## config.mk

```make
export PLATFORM = sky130hd
export DESIGN_NAME = mlrx_top
export DESIGN_NICKNAME = d
export VERILOG_FILES = /design/src/rtl/mlrx_pkg.sv /design/src/rtl/mlrx_ctrl.sv /design/src/rtl/mlrx_data.sv /design/src/rtl/mlrx_top.sv
export SDC_FILE = /design/constraint.sdc
export NUM_CORES = 1
export LEC_CHECK = 0
export CAP_MARGIN = 20
export CORE_ASPECT_RATIO = 1.25
export CORE_MARGIN = 1.5
export CORE_UTILIZATION = 35
export CTS_CLUSTER_DIAMETER = 30
export DETAILED_ROUTE_END_ITERATION = 10
export DONT_BUFFER_PORTS = 1
export GPL_TIMING_DRIVEN = 0
export SETUP_SLACK_MARGIN = 0.05
export SYNTH_ARGS = -nofsm -noshare
export SYNTH_HDL_FRONTEND = slang
export SYNTH_SLANG_ARGS = --single-unit
```

## constraint.sdc

```tcl
create_clock -name clk -period 3.36 [get_ports clk]
set_input_delay 0.672 -clock clk [delete_from_list [all_inputs] [get_ports clk]]
set_output_delay 0.672 -clock clk [all_outputs]
set_load 0.02 [all_outputs]
```

## src/rtl/mlrx_pkg.sv

```systemverilog
package mlrx_pkg;

  typedef enum logic [1:0] {
    MODE_STRIPE = 2'd0,
    MODE_QUAD   = 2'd1,
    MODE_SHARED = 2'd2
  } laneMode_e;

  // strobes from the frame controller to the word assembler
  typedef struct packed {
    logic      clear;    // new frame: empty the shift registers
    logic      sample;   // rising serial edge: take one slice of lanes
    logic      toCh1;    // shared line: this slice belongs to channel 1
    logic      publish;  // frame done: move words to the outputs
    laneMode_e mode;     // layout captured at frame start
  } rxStrobe_t;

endpackage

```

## src/rtl/mlrx_ctrl.sv

```systemverilog
module mlrx_ctrl
  import mlrx_pkg::*;
#(
  parameter int WORD_W     = 16,
  parameter int LANE_GROUP = 4,
  parameter int SCLK_DIV   = 2
) (
  input  logic       clk,
  input  logic       rstN,
  input  logic       start,
  input  logic [1:0] mode,
  output logic       sclk,
  output logic       csN,
  output rxStrobe_t  strb
);

  localparam int HALF     = SCLK_DIV / 2;
  localparam int DW       = (HALF > 1) ? $clog2(HALF) : 1;
  localparam int EDGE_MAX = 2 * WORD_W;
  localparam int CW       = $clog2(EDGE_MAX + 1);

  logic          running;
  logic [DW-1:0] divCnt;
  logic [CW-1:0] edgeCnt;
  logic [CW-1:0] edgesNeeded;
  laneMode_e     modeQ;
  laneMode_e     modeIn;
  logic          sclkQ;
  logic          csNQ;
  logic          accept;
  logic          tick;

  always_comb begin
    unique case (mode)
      2'd1:    modeIn = MODE_QUAD;
      2'd2:    modeIn = MODE_SHARED;
      default: modeIn = MODE_STRIPE;
    endcase
  end

  always_comb begin
    unique case (modeQ)
      MODE_QUAD:   edgesNeeded = CW'(WORD_W / LANE_GROUP);
      MODE_SHARED: edgesNeeded = CW'(EDGE_MAX);
      default:     edgesNeeded = CW'(WORD_W);
    endcase
  end

  assign accept = !running && start;
  assign tick   = running && (divCnt == '0);

  always_comb begin
    strb.clear   = accept;
    strb.sample  = tick && !sclkQ;
    strb.toCh1   = edgeCnt[0];
    strb.publish = tick && sclkQ && (edgeCnt == edgesNeeded);
    strb.mode    = modeQ;
  end

  always_ff @(posedge clk or negedge rstN) begin
    if (!rstN) begin
      running <= 1'b0;
      divCnt  <= '0;
      edgeCnt <= '0;
      modeQ   <= MODE_STRIPE;
      sclkQ   <= 1'b0;
      csNQ    <= 1'b1;
    end else if (accept) begin
      running <= 1'b1;
      divCnt  <= DW'(HALF - 1);
      edgeCnt <= '0;
      modeQ   <= modeIn;
      sclkQ   <= 1'b0;
      csNQ    <= 1'b0;
    end else if (running) begin
      if (divCnt != '0) begin
        divCnt <= divCnt - 1'b1;
      end else begin
        divCnt <= DW'(HALF - 1);
        if (!sclkQ) begin
          sclkQ   <= 1'b1;
          edgeCnt <= edgeCnt + 1'b1;
        end else begin
          sclkQ <= 1'b0;
          if (edgeCnt == edgesNeeded) begin
            running <= 1'b0;
            csNQ    <= 1'b1;
          end
        end
      end
    end
  end

  assign sclk = sclkQ;
  assign csN  = csNQ;

endmodule

```

## src/rtl/mlrx_data.sv

```systemverilog
module mlrx_data
  import mlrx_pkg::*;
#(
  parameter int WORD_W     = 16,
  parameter int LANE_GROUP = 4
) (
  input  logic                    clk,
  input  logic                    rstN,
  input  logic [2*LANE_GROUP-1:0] sdi,
  input  rxStrobe_t               strb,
  output logic [WORD_W-1:0]       word0,
  output logic [WORD_W-1:0]       word1,
  output logic                    valid
);

  logic [LANE_GROUP-1:0] slice [2];
  logic [WORD_W-1:0]     sh0;
  logic [WORD_W-1:0]     sh1;

  // lowest lane of each group becomes the slice MSB
  for (genvar g = 0; g < 2; g++) begin : g_bus
    for (genvar j = 0; j < LANE_GROUP; j++) begin : g_lane
      assign slice[g][LANE_GROUP-1-j] = sdi[g*LANE_GROUP+j];
    end
  end

  always_ff @(posedge clk or negedge rstN) begin
    if (!rstN) begin
      sh0 <= '0;
      sh1 <= '0;
    end else if (strb.clear) begin
      sh0 <= '0;
      sh1 <= '0;
    end else if (strb.sample) begin
      unique case (strb.mode)
        MODE_QUAD: begin
          sh0 <= {sh0[WORD_W-LANE_GROUP-1:0], slice[0]};
          sh1 <= {sh1[WORD_W-LANE_GROUP-1:0], slice[1]};
        end
        MODE_SHARED: begin
          if (strb.toCh1) sh1 <= {sh1[WORD_W-2:0], sdi[0]};
          else            sh0 <= {sh0[WORD_W-2:0], sdi[0]};
        end
        default: begin
          sh0 <= {sh0[WORD_W-2:0], sdi[0]};
          sh1 <= {sh1[WORD_W-2:0], sdi[1]};
        end
      endcase
    end
  end

  always_ff @(posedge clk or negedge rstN) begin
    if (!rstN) begin
      word0 <= '0;
      word1 <= '0;
      valid <= 1'b0;
    end else begin
      valid <= strb.publish;
      if (strb.publish) begin
        word0 <= sh0;
        word1 <= sh1;
      end
    end
  end

endmodule

```

## src/rtl/mlrx_top.sv

```systemverilog
module mlrx_top
  import mlrx_pkg::*;
#(
  parameter int WORD_W     = 16,
  parameter int LANE_GROUP = 4,
  parameter int SCLK_DIV   = 2,
  localparam int LANES     = 2 * LANE_GROUP
) (
  input  logic              clk,
  input  logic              rstN,
  input  logic              start,
  input  logic [1:0]        mode,
  input  logic [LANES-1:0]  sdi,
  output logic              sclk,
  output logic              csN,
  output logic              valid,
  output logic [WORD_W-1:0] word0,
  output logic [WORD_W-1:0] word1
);

  rxStrobe_t strb;

  mlrx_ctrl #(
    .WORD_W(WORD_W), .LANE_GROUP(LANE_GROUP), .SCLK_DIV(SCLK_DIV)
  ) ctrl_i (
    .clk(clk), .rstN(rstN), .start(start), .mode(mode),
    .sclk(sclk), .csN(csN), .strb(strb)
  );

  mlrx_data #(
    .WORD_W(WORD_W), .LANE_GROUP(LANE_GROUP)
  ) data_i (
    .clk(clk), .rstN(rstN), .sdi(sdi), .strb(strb),
    .word0(word0), .word1(word1), .valid(valid)
  );

endmodule

```

* Word level (Yosys, flattened, before mapping)
Index checks and enable logic that the tools add are counted.
** Word-level totals
- Register bits after elaboration :: 77
- Bits in latches :: 0
- Bits in writable memories :: 0
- ROM bits :: 0
- Memories :: 0
** Cells by class
- $add $sub $neg :: 2
- Multipliers :: 0
- Div/mod/pow operators :: 0
- $lt $le $gt $ge :: 0
- Equal/unequal tests :: 9
- Shift-type cells :: 0
- Multiplexer cells :: 31
- Bitwise operators :: 1
- Reduce and logical (&&, ||, !) cells :: 16
** Operators by type and width (count)
- 2-to-1 mux 16 bit :: 6
- one-hot mux 16 bit (2 select lines) :: 2
- 2-to-1 mux 6 bit :: 4
- 2-to-1 mux 1 bit :: 17
- one-hot mux 6 bit (2 select lines) :: 1
- nonzero test 2 bit :: 4
- adder 6 x 1 -> 6 bit (second input constant) :: 1
- == test 6 bit :: 1
- AND reduction 2 bit :: 3
- logical AND 1 bit :: 5
- == test 2 x 1 -> 1 bit (second input constant) :: 2
- == test 2 bit (second input constant) :: 2
- != test 2 bit (second input constant) :: 2
- one-hot mux 2 bit (2 select lines) :: 1
- AND reduction 4 bit :: 1
- != test 3 x 1 -> 1 bit (second input constant) :: 1
- != test 3 bit (second input constant) :: 1
- AND reduction 3 bit :: 1
- logical NOT 1 bit :: 2
- inverter 1 bit :: 1
- subtractor 1 bit (second input constant) :: 1

* Logic depth before layout (Yosys ltp)
Gate-level depths: netlist of the first run.
- Word-level depth :: 8
- Mapped depth :: 7
- Mapped depth without buffers :: 5

* Hierarchy
A second synthesis of the first run with hierarchy kept.
** Unflattened totals
- Cells, all modules :: 258
- Area, all modules :: 3495.9 µm²
** Modules (own cells, without submodules)
- mlrx_data :: instances 1, cells an instance 203, area each 2901.5 µm²
- mlrx_ctrl :: instances 1, cells an instance 55, area each 594.3 µm²

* Worst setup path after synthesis of the first run
No wires, ideal clock.
- Path type :: register to register
- From :: reg ctrl_i.modeQ[1]
- To :: reg data_i.word0[1]
- Setup time :: 0.125 ns
- Arrival :: 1.918 ns
- Data required time :: 3.235 ns
- Slack :: 1.317 ns
- Cell stages (with the launch flop) :: 8
- Buffers on the path :: 2
- Cells stage by stage :: dfrtp_1 -> inv_1 -> ha_1 -> buf_6 -> xor2_1 -> nor4_4 -> buf_6 -> mux2_2
** Between the ends
- Word-level cells in the longest chain between the ends :: 4
** RTL lines
- start: declaration :: line mlrx_ctrl.sv:26 : laneMode_e modeQ;
- start signal: assignment :: line mlrx_ctrl.sv:72 : modeQ <= modeIn;
- == test 2 bit / == test 2 x 1 -> 1 bit (equally long branches) :: line mlrx_ctrl.sv:42 : unique case (modeQ)
- one-hot mux 6 bit (2 select lines) * :: line mlrx_ctrl.sv:42
- == test 6 bit * :: line mlrx_ctrl.sv:56 : strb.publish = tick && sclkQ && (edgeCnt == edgesNeeded);
- logical AND 1 bit * :: line mlrx_ctrl.sv:56
- end signal: assignment :: line mlrx_data.sv:54 : word0 <= '0;
- end signal: assignment :: line mlrx_data.sv:60 : word0 <= sh0;
- end: declaration :: line mlrx_data.sv:11 : output logic [WORD_W-1:0] word0,
Mark *: on every way between the ends. The rest lies on a longest branch, timed or not.
A chain may end at the register's enable or synchronous reset.

* Final worst setup path of the first run
- From :: reg ctrl_i.modeQ[1]
- To :: reg data_i.word1[0]
** Between the ends
- Word-level cells in the longest chain between the ends :: 4
** RTL lines
- == test 2 bit / == test 2 x 1 -> 1 bit (equally long branches) :: line mlrx_ctrl.sv:42
- one-hot mux 6 bit (2 select lines) * :: line mlrx_ctrl.sv:42
- == test 6 bit * :: line mlrx_ctrl.sv:56
- logical AND 1 bit * :: line mlrx_ctrl.sv:56
- end signal: assignment :: line mlrx_data.sv:55 : word1 <= '0;
- end signal: assignment :: line mlrx_data.sv:61 : word1 <= sh1;
- end: declaration :: line mlrx_data.sv:12 : output logic [WORD_W-1:0] word1,
Marks and branches as above.

==> flow_summary.json, run 1 <==
{
  "status": "finished clean",
  "synthTopCellsByArea": "dfrtp_1, mux2_2, mux2i_1, a22oi_1, nand2_1",
  "grt_max_degree": 77,
  "cp-end-kind": "flop",
  "h-tree-depth": 3,
  "cts_num_sinks": 76,
  "async_reset_ff_frac": 1.00,
  "tightestPinTransition_ns": 0.745,
  "grt_pass1_vias": 2118,
  "final_cell_mix": "dfrtp_1, mux2_2, mux2i_1",
  "finalPower_mw": 4.18,
  "synth_flop_cell": "dfrtp_1",
  "antenna_cells": 0,
  "fin_ws_ns": 1.00,
  "grt_pass1_wl_um": 11000,
  "ys_types": 32,
  "clock_skew_ns": 0.00691,
  "slew_violations": 0,
  "drc": 0,
  "syn_nets": 292,
  "core_area_um2": 9610,
  "fin_crit_sh": 0.701,
  "ios": 48,
  "p_int_mw": 2.61,
  "start_kind": "flop",
  "cts_tree": "done",
  "worstSkewPairLatency_ns": 0.33,
  "synth.top_cell.area_share": 0.540,
  "power.density_nw_per_um2": 1060,
  "drt_iter0_markers": 91,
  "post_cts_resized": 0,
  "grt_use_total": 0.136,
  "cts_buffer_depth": 2,
  "yosysWarnings": 0,
  "required_ns": 3.58,
  "via_per_inst": 4.98,
  "crit_type": "flop to flop",
  "hold_buffers": 0,
  "layout_commonest_cell": "dfrtp_1",
  "synthToLayoutAreaGrowth_pct": 13.4,
  "place_ws_ns": 0.956,
  "yosys.area.top_type": "dfrtp_1",
  "antenna_found_initial": 0,
  "seq_power_share": 0.432,
  "multi_input_area_um2": 1450,
  "seq_area_frac_synth": 0.548,
  "cp.arrival_ns": 2.57,
  "routedWlPerCell_um": 16.0,
  "numCtsBuffers": 9,
  "antenna_left": 0,
  "overflow": 0,
  "fp.dieH_um": 114,
  "seq_area_um2": 1900,
  "power.switching_mw": 1.57,
  "p_sw_frac": 0.375,
  "slew_headroom": 0.500,
  "synth_edf_count": 0,
  "portBuffers": 0,
  "die_area_um2": 10500,
  "fillCellCount": 926,
  "num_vias": 2066,
  "drive_gt1_frac": 0.260,
  "rsz0062_at_grt": "no",
  "drtPass1Iterations": 4,
  "syn_avg_cell_area_um2": 12.7,
  "setup_tns_ns": 0,
  "cts_setup_buffers": 0,
  "p_comb_frac": 0.332,
  "totalWireLength_um": 6650,
  "ir_drop_v": 0.000475,
  "hold_class": "primary input to async pin",
  "crit_fanout": 10,
  "p_clk_frac": 0.236,
  "clk_pin_slew_worst_paths_ns": 0.06,
  "num_rows": 40,
  "ys_ff_latch": 76,
  "setup_viol": 0,
  "dp_hpwl_um": 4630,
  "syn-instance-count": 273,
  "hold_viol_final": 0,
  "netlist_area_um2": 3470,
  "start_util": 0.362,
  "cts_root_buffer": "clkbuf_16",
  "post-route-min-period_ns": 2.36,
  "gp_congestion": 0.738,
  "fin_nets": 303,
  "holdWs_ns": 0.0351,
  "dieWidth_um": 92.1,
  "clock.fmax_mhz": 425,
  "p_leak_nw": 1.84,
  "cap_violations": 0
}
-- synthesized netlist by cell type (2+ instances only) --
library cell / instances
a21o_1: 2
a22oi_1: 15
buf_2: 3
buf_6: 4
clkbuf_1: 9
dfrtp_1: 75
ha_1: 6
inv_1: 5
mux2_2: 47
mux2i_1: 34
nand2_1: 24
nand3b_1: 3
nor2_1: 19
nor2b_1: 2
o21ai_0: 4
o31ai_1: 2
xor2_1: 4
-- metrics by stage --
step / cell area (µm²) / util / cells
finish: 3940 / 0.410 / 415
global route: 3940 / 0.410 / 415
CTS: 3940 / 0.410 / 415
detailed placement: 3630 / 0.378 / 399
global placement: 3630 / 0.378 / 399
floorplan: 3470 / - / 273
-- power groups by stage --
stage,Clock [mW],Combinational (mW),Sequential (mW)
after global routing,1.05,1.55,1.87
after global placement,0,1.37,1.83
final,0.985,1.39,1.81
after floorplan,0,1.21,1.70
after detailed placement,0,1.40,1.83
after CTS,1.01,1.41,1.82
-- sequential cells by signal, summed over array words and instances (netlist names) --
signal,flops
data_i.word0,16
ctrl_i.csN,1
ctrl_i.edgeCnt,6
data_i.word1,16
data_i.sh1,16
data_i.valid,1
ctrl_i.running,1
ctrl_i.modeQ,2
data_i.sh0,16
ctrl_i.sclk,1
-- routing by layer --
metal | GRT usage | share of wire
met5 | 0 | 0
met4 | 0.0492 | 0.016
met3 | 0.0544 | 0.074
met2 | 0.207 | 0.46
met1 | 0.174 | 0.45
-- cell type report --
cell class	count	area share
plain buffers	17	0.0257
clock buffers	9	0.0572
clock inverters	7	0.0210
inverters	5	0.00476
multi-input cells	175	0.368
flip-flops and latches	76	0.483
well taps	126	0.0400
-- final timing paths --
| kind | from | endpoint | slack (ns) | cells after the start |
|---|---|---|---|---|
| worst max-delay path | ctrl_i.modeQ[1] | data_i.word1[0] | 1.00 | 7 |
| worst min-delay path | rstN | data_i.sh1[4] | 0.04 | 0 |
| worst max register to register | ctrl_i.modeQ[1] | data_i.word1[0] | 1.00 | 7 |
| worst min register to register | ctrl_i.edgeCnt[5] | ctrl_i.edgeCnt[5] | 0.50 | 1 |
| max in group asynchronous | rstN | ctrl_i.csN | 3.15 | 0 |
| min in group clk | start | ctrl_i.running | 0.49 | 2 |
-- cells by family (layout without fill, tap and decap cells) --
logic type,after synthesis,count (layout),share of synthesized area
AO/OA/AOI/OAI,26,26,0.0544
XOR/XNOR,4,4,0.0101
adder cells (fa/ha/maj),6,6,0.0216
buffers and inverters,22,38,0.0346
flip-flops,76,76,0.548
multiplexers,82,82,0.254
AND/OR/NAND/NOR,57,57,0.0781
-- critical path, cell delays in order, from the launching register on --
cell and delay, ns:
dfrtp_1 0.37, inv_1 0.08, ha_1 0.19, buf_6 0.13, xor2_1 0.18, nor4_4 0.69, buf_6 0.26, mux2_2 0.35
(Power assumes the default switching activity.)
==> inputs of run 2 (changes only) <==
Settings changed: ABC_AREA set to 1.
Clock period 3.36 ns to 2.06 ns, I/O delays scaled along.
==> run 2 against run 1 <==
Against the previous run:
- utilization fell by 0.24 points
- maximum frequency rose by 25%
- worst setup slack got worse by 0.82 ns
- cell area rose by 5.1%
- the flow now finishes with violations (hold timing)
- critical path depth rose by 2
- largest power group unchanged
- non-clock buffer count rose by 6
- clock skew barely moved
- via count rose by 47%
- largest cell class unchanged
- first-iteration DRC count rose to 2.5 times the previous value
- power rose by 67%
==> flow_summary.json, run 2 <==
{
  "status": "complete, but fails checks",
  "violations": "hold timing",
  "drc": 0,
  "tightestPinTransition_ns": 0.455,
  "dieWidth_um": 94.5,
  "required_ns": 2.33,
  "num_rows": 41,
  "post-route-min-period_ns": 1.88,
  "routedWlPerCell_um": 14.1,
  "antenna_left": 0,
  "hold_viol_final": 76,
  "fillCellCount": 1063,
  "rsz0062_at_grt": "yes",
  "ys_types": 20,
  "start_util": 0.361,
  "async_reset_ff_frac": 1.00,
  "cp.arrival_ns": 2.15,
  "yosysWarnings": 0,
  "h-tree-depth": 3,
  "cp_slowest_cell": "dfrtp_1",
  "clock.fmax_mhz": 533,
  "cts_tree": "done",
  "grt_pass1_vias": 3043,
  "cts_num_sinks": 76,
  "syn_nets": 496,
  "core_area_um2": 10200,
  "syn_avg_cell_area_um2": 7.68,
  "dp_cells": 606,
  "clk_pin_slew_worst_paths_ns": 0.06,
  "met1Wirelength_um": 3810,
  "crit_fanout": 10,
  "slew_violations": 0,
  "via_per_inst": 4.89,
  "clock_skew_ns": 0.00705,
  "path_cells": "inv_1 > ha_1 > inv_1 > nor2_2 > buf_2 > nand2_1 > nand2_1 > nand3_1 > nand2_1",
  "fp.dieH_um": 117,
  "grt_use_total": 0.174,
  "drive_gt1_frac": 0.102,
  "finalPower_mw": 7.00,
  "antenna_found_initial": 0,
  "p_leak_nw": 2.26,
  "syn-instance-count": 477,
  "cap_violations": 0,
  "max_stage_delay_ns": 0.41,
  "crit_type": "flop to flop",
  "hold_class": "primary input to async pin",
  "timing.rr.start": "ctrl_i.modeQ[1]",
  "synthTopCellsByArea": "dfrtp_1, nand2_1, nand3_1, a21oi_1, buf_2",
  "power.density_nw_per_um2": 1690,
  "fin_crit_sh": 0.911,
  "gp_congestion": 0.894,
  "ios": 48,
  "post_layout_nonfiller_instances": 620,
  "drt_iter0_markers": 228,
  "fin_nets": 507,
  "setup_viol": 0,
  "crit_path_frequent_cell": "nand2_1",
  "setup_tns_ns": 0,
  "start_kind": "flop",
  "wl_met3_um": 367,
  "numCtsBuffers": 9,
  "die_area_um2": 11100,
  "cp-end-kind": "flop",
  "grt_pass1_wl_um": 14900,
  "synth_flop_cell": "dfrtp_1",
  "netlist_area_um2": 3660,
  "synthToLayoutAreaGrowth_pct": 13.0,
  "overflow": 0,
  "place_ws_ns": 0.138,
  "ys_ff_latch": 76,
  "layout_commonest_cell": "nand2_1",
  "portBuffers": 0,
  "grt_max_degree": 77,
  "final_cell_mix": "nand2_1, dfrtp_1, nand3_1",
  "route.met2.wl_um": 4370,
  "synth.top_cell.area_share": 0.512,
  "ys_top_cells_by_count": "nand2_1, dfrtp_1, nand3_1",
  "cts_root_buffer": "clkbuf_16",
  "dp_hpwl_um": 6110,
  "worstSkewPairLatency_ns": 0.34,
  "yosysMostFrequentCell": "nand2_1",
  "seq_area_frac_synth": 0.519,
  "cts_buffer_depth": 2,
  "antenna_cells": 0,
  "synth_edf_count": 0,
  "num_vias": 3031,
  "ir_drop_v": 0.000561,
  "slew_headroom": 0.696,
  "cts_setup_buffers": 0,
  "holdWs_ns": -0.231,
  "drtPass1Iterations": 4,
  "highest_layer": "met4",
  "yosys.area.top_type": "dfrtp_1",
  "crit_path_start": "ctrl_i.modeQ[1]",
  "totalWireLength_um": 8750,
  "fin_ws_ns": 0.183
}
[run 2: changes by cell type after synthesis, moves of 6 or more]
cell | previous run | this run
a22oi_1 | 15 | 0
mux2i_1 | 34 | 0
mux2_2 | 47 | 0
buf_2 | 3 | 15
inv_1 | 5 | 17
nand3_1 | 1 | 71
a21oi_1 | 0 | 17
inv_2 | 0 | 6
nand2_1 | 24 | 237
nor2_1 | 19 | 6
[run 2: cells by family (layout without fill, tap and decap cells)]
group           count (synthesis)  after routing  synth area share
simple gates                  326            326             0.371
fa+ha+maj                       6              6            0.0205
buf+inv                        46             60            0.0574
flops                          76             76             0.519
compound gates                 23             23            0.0321
[run 2: layer usage]
metal,GRT usage,up-vias
met2,0.290,72
met4,0.0868,0
li1,-,1520
met1,0.206,1425
met5,0,-
met3,0.0409,14
[run 2: final timing paths]
kind	slack (ns)	cells after the start	end
worst max-delay path	0.18	9	data_i.sh1[9]
worst min-delay path	-0.23	0	data_i.word0[10]
worst max register to register	0.18	9	data_i.sh1[9]
worst min register to register	0.51	2	data_i.sh0[15]
max in group asynchronous	2.07	0	ctrl_i.csN
min in group clk	0.17	1	ctrl_i.modeQ[0]
[run 2: power by group]
part | switching (mW) | total, mW | leakage, nW | internal (mW)
clock network | 0.569 | 1.62 | 0.154 | 1.06
logic | 1.69 | 2.54 | 1.09 | 0.847
registers | 0.787 | 2.83 | 1.01 | 2.05
[run 2: area by class of cell]
type                            count  area [µm²]  area share
Inverter                           23        86.3      0.0209
Multi-Input combinational cell    355        1560       0.376
Tap cell                          129         161      0.0390
Sequential cell                    76        1900       0.460
Clock inverter                      1        30.0     0.00725
Buffer                             23         124      0.0299
Clock buffer                       13         280      0.0677
[run 2: worst max-delay path, delay by kind of cell (launching register included)]
family / cells / cell delay, ns
simple gates: 5 / 0.62
fa+ha+maj: 1 / 0.26
flops: 1 / 0.41
buf+inv: 3 / 0.51
[run 2: timing repair]
item | CTS | global route
endpoints found under the hold margin | 76 | 76
setup endpoints to repair | 0 | 33
gates resized for setup | 0 | 1
[run 2: metrics by stage]
| stage | hold WS [ns] | cell area, µm² | util |
|---|---|---|---|
| 3_3_place_gp | 0.119 | 3820 | 0.377 |
| 6_report | -0.231 | 4140 | 0.408 |
| 2_1_floorplan | 0.116 | 3660 | - |
| 4_1_cts | -0.245 | 4140 | 0.407 |
| 5_1_grt | -0.248 | 4140 | 0.408 |
| 3_5_place_dp | 0.119 | 3820 | 0.377 |
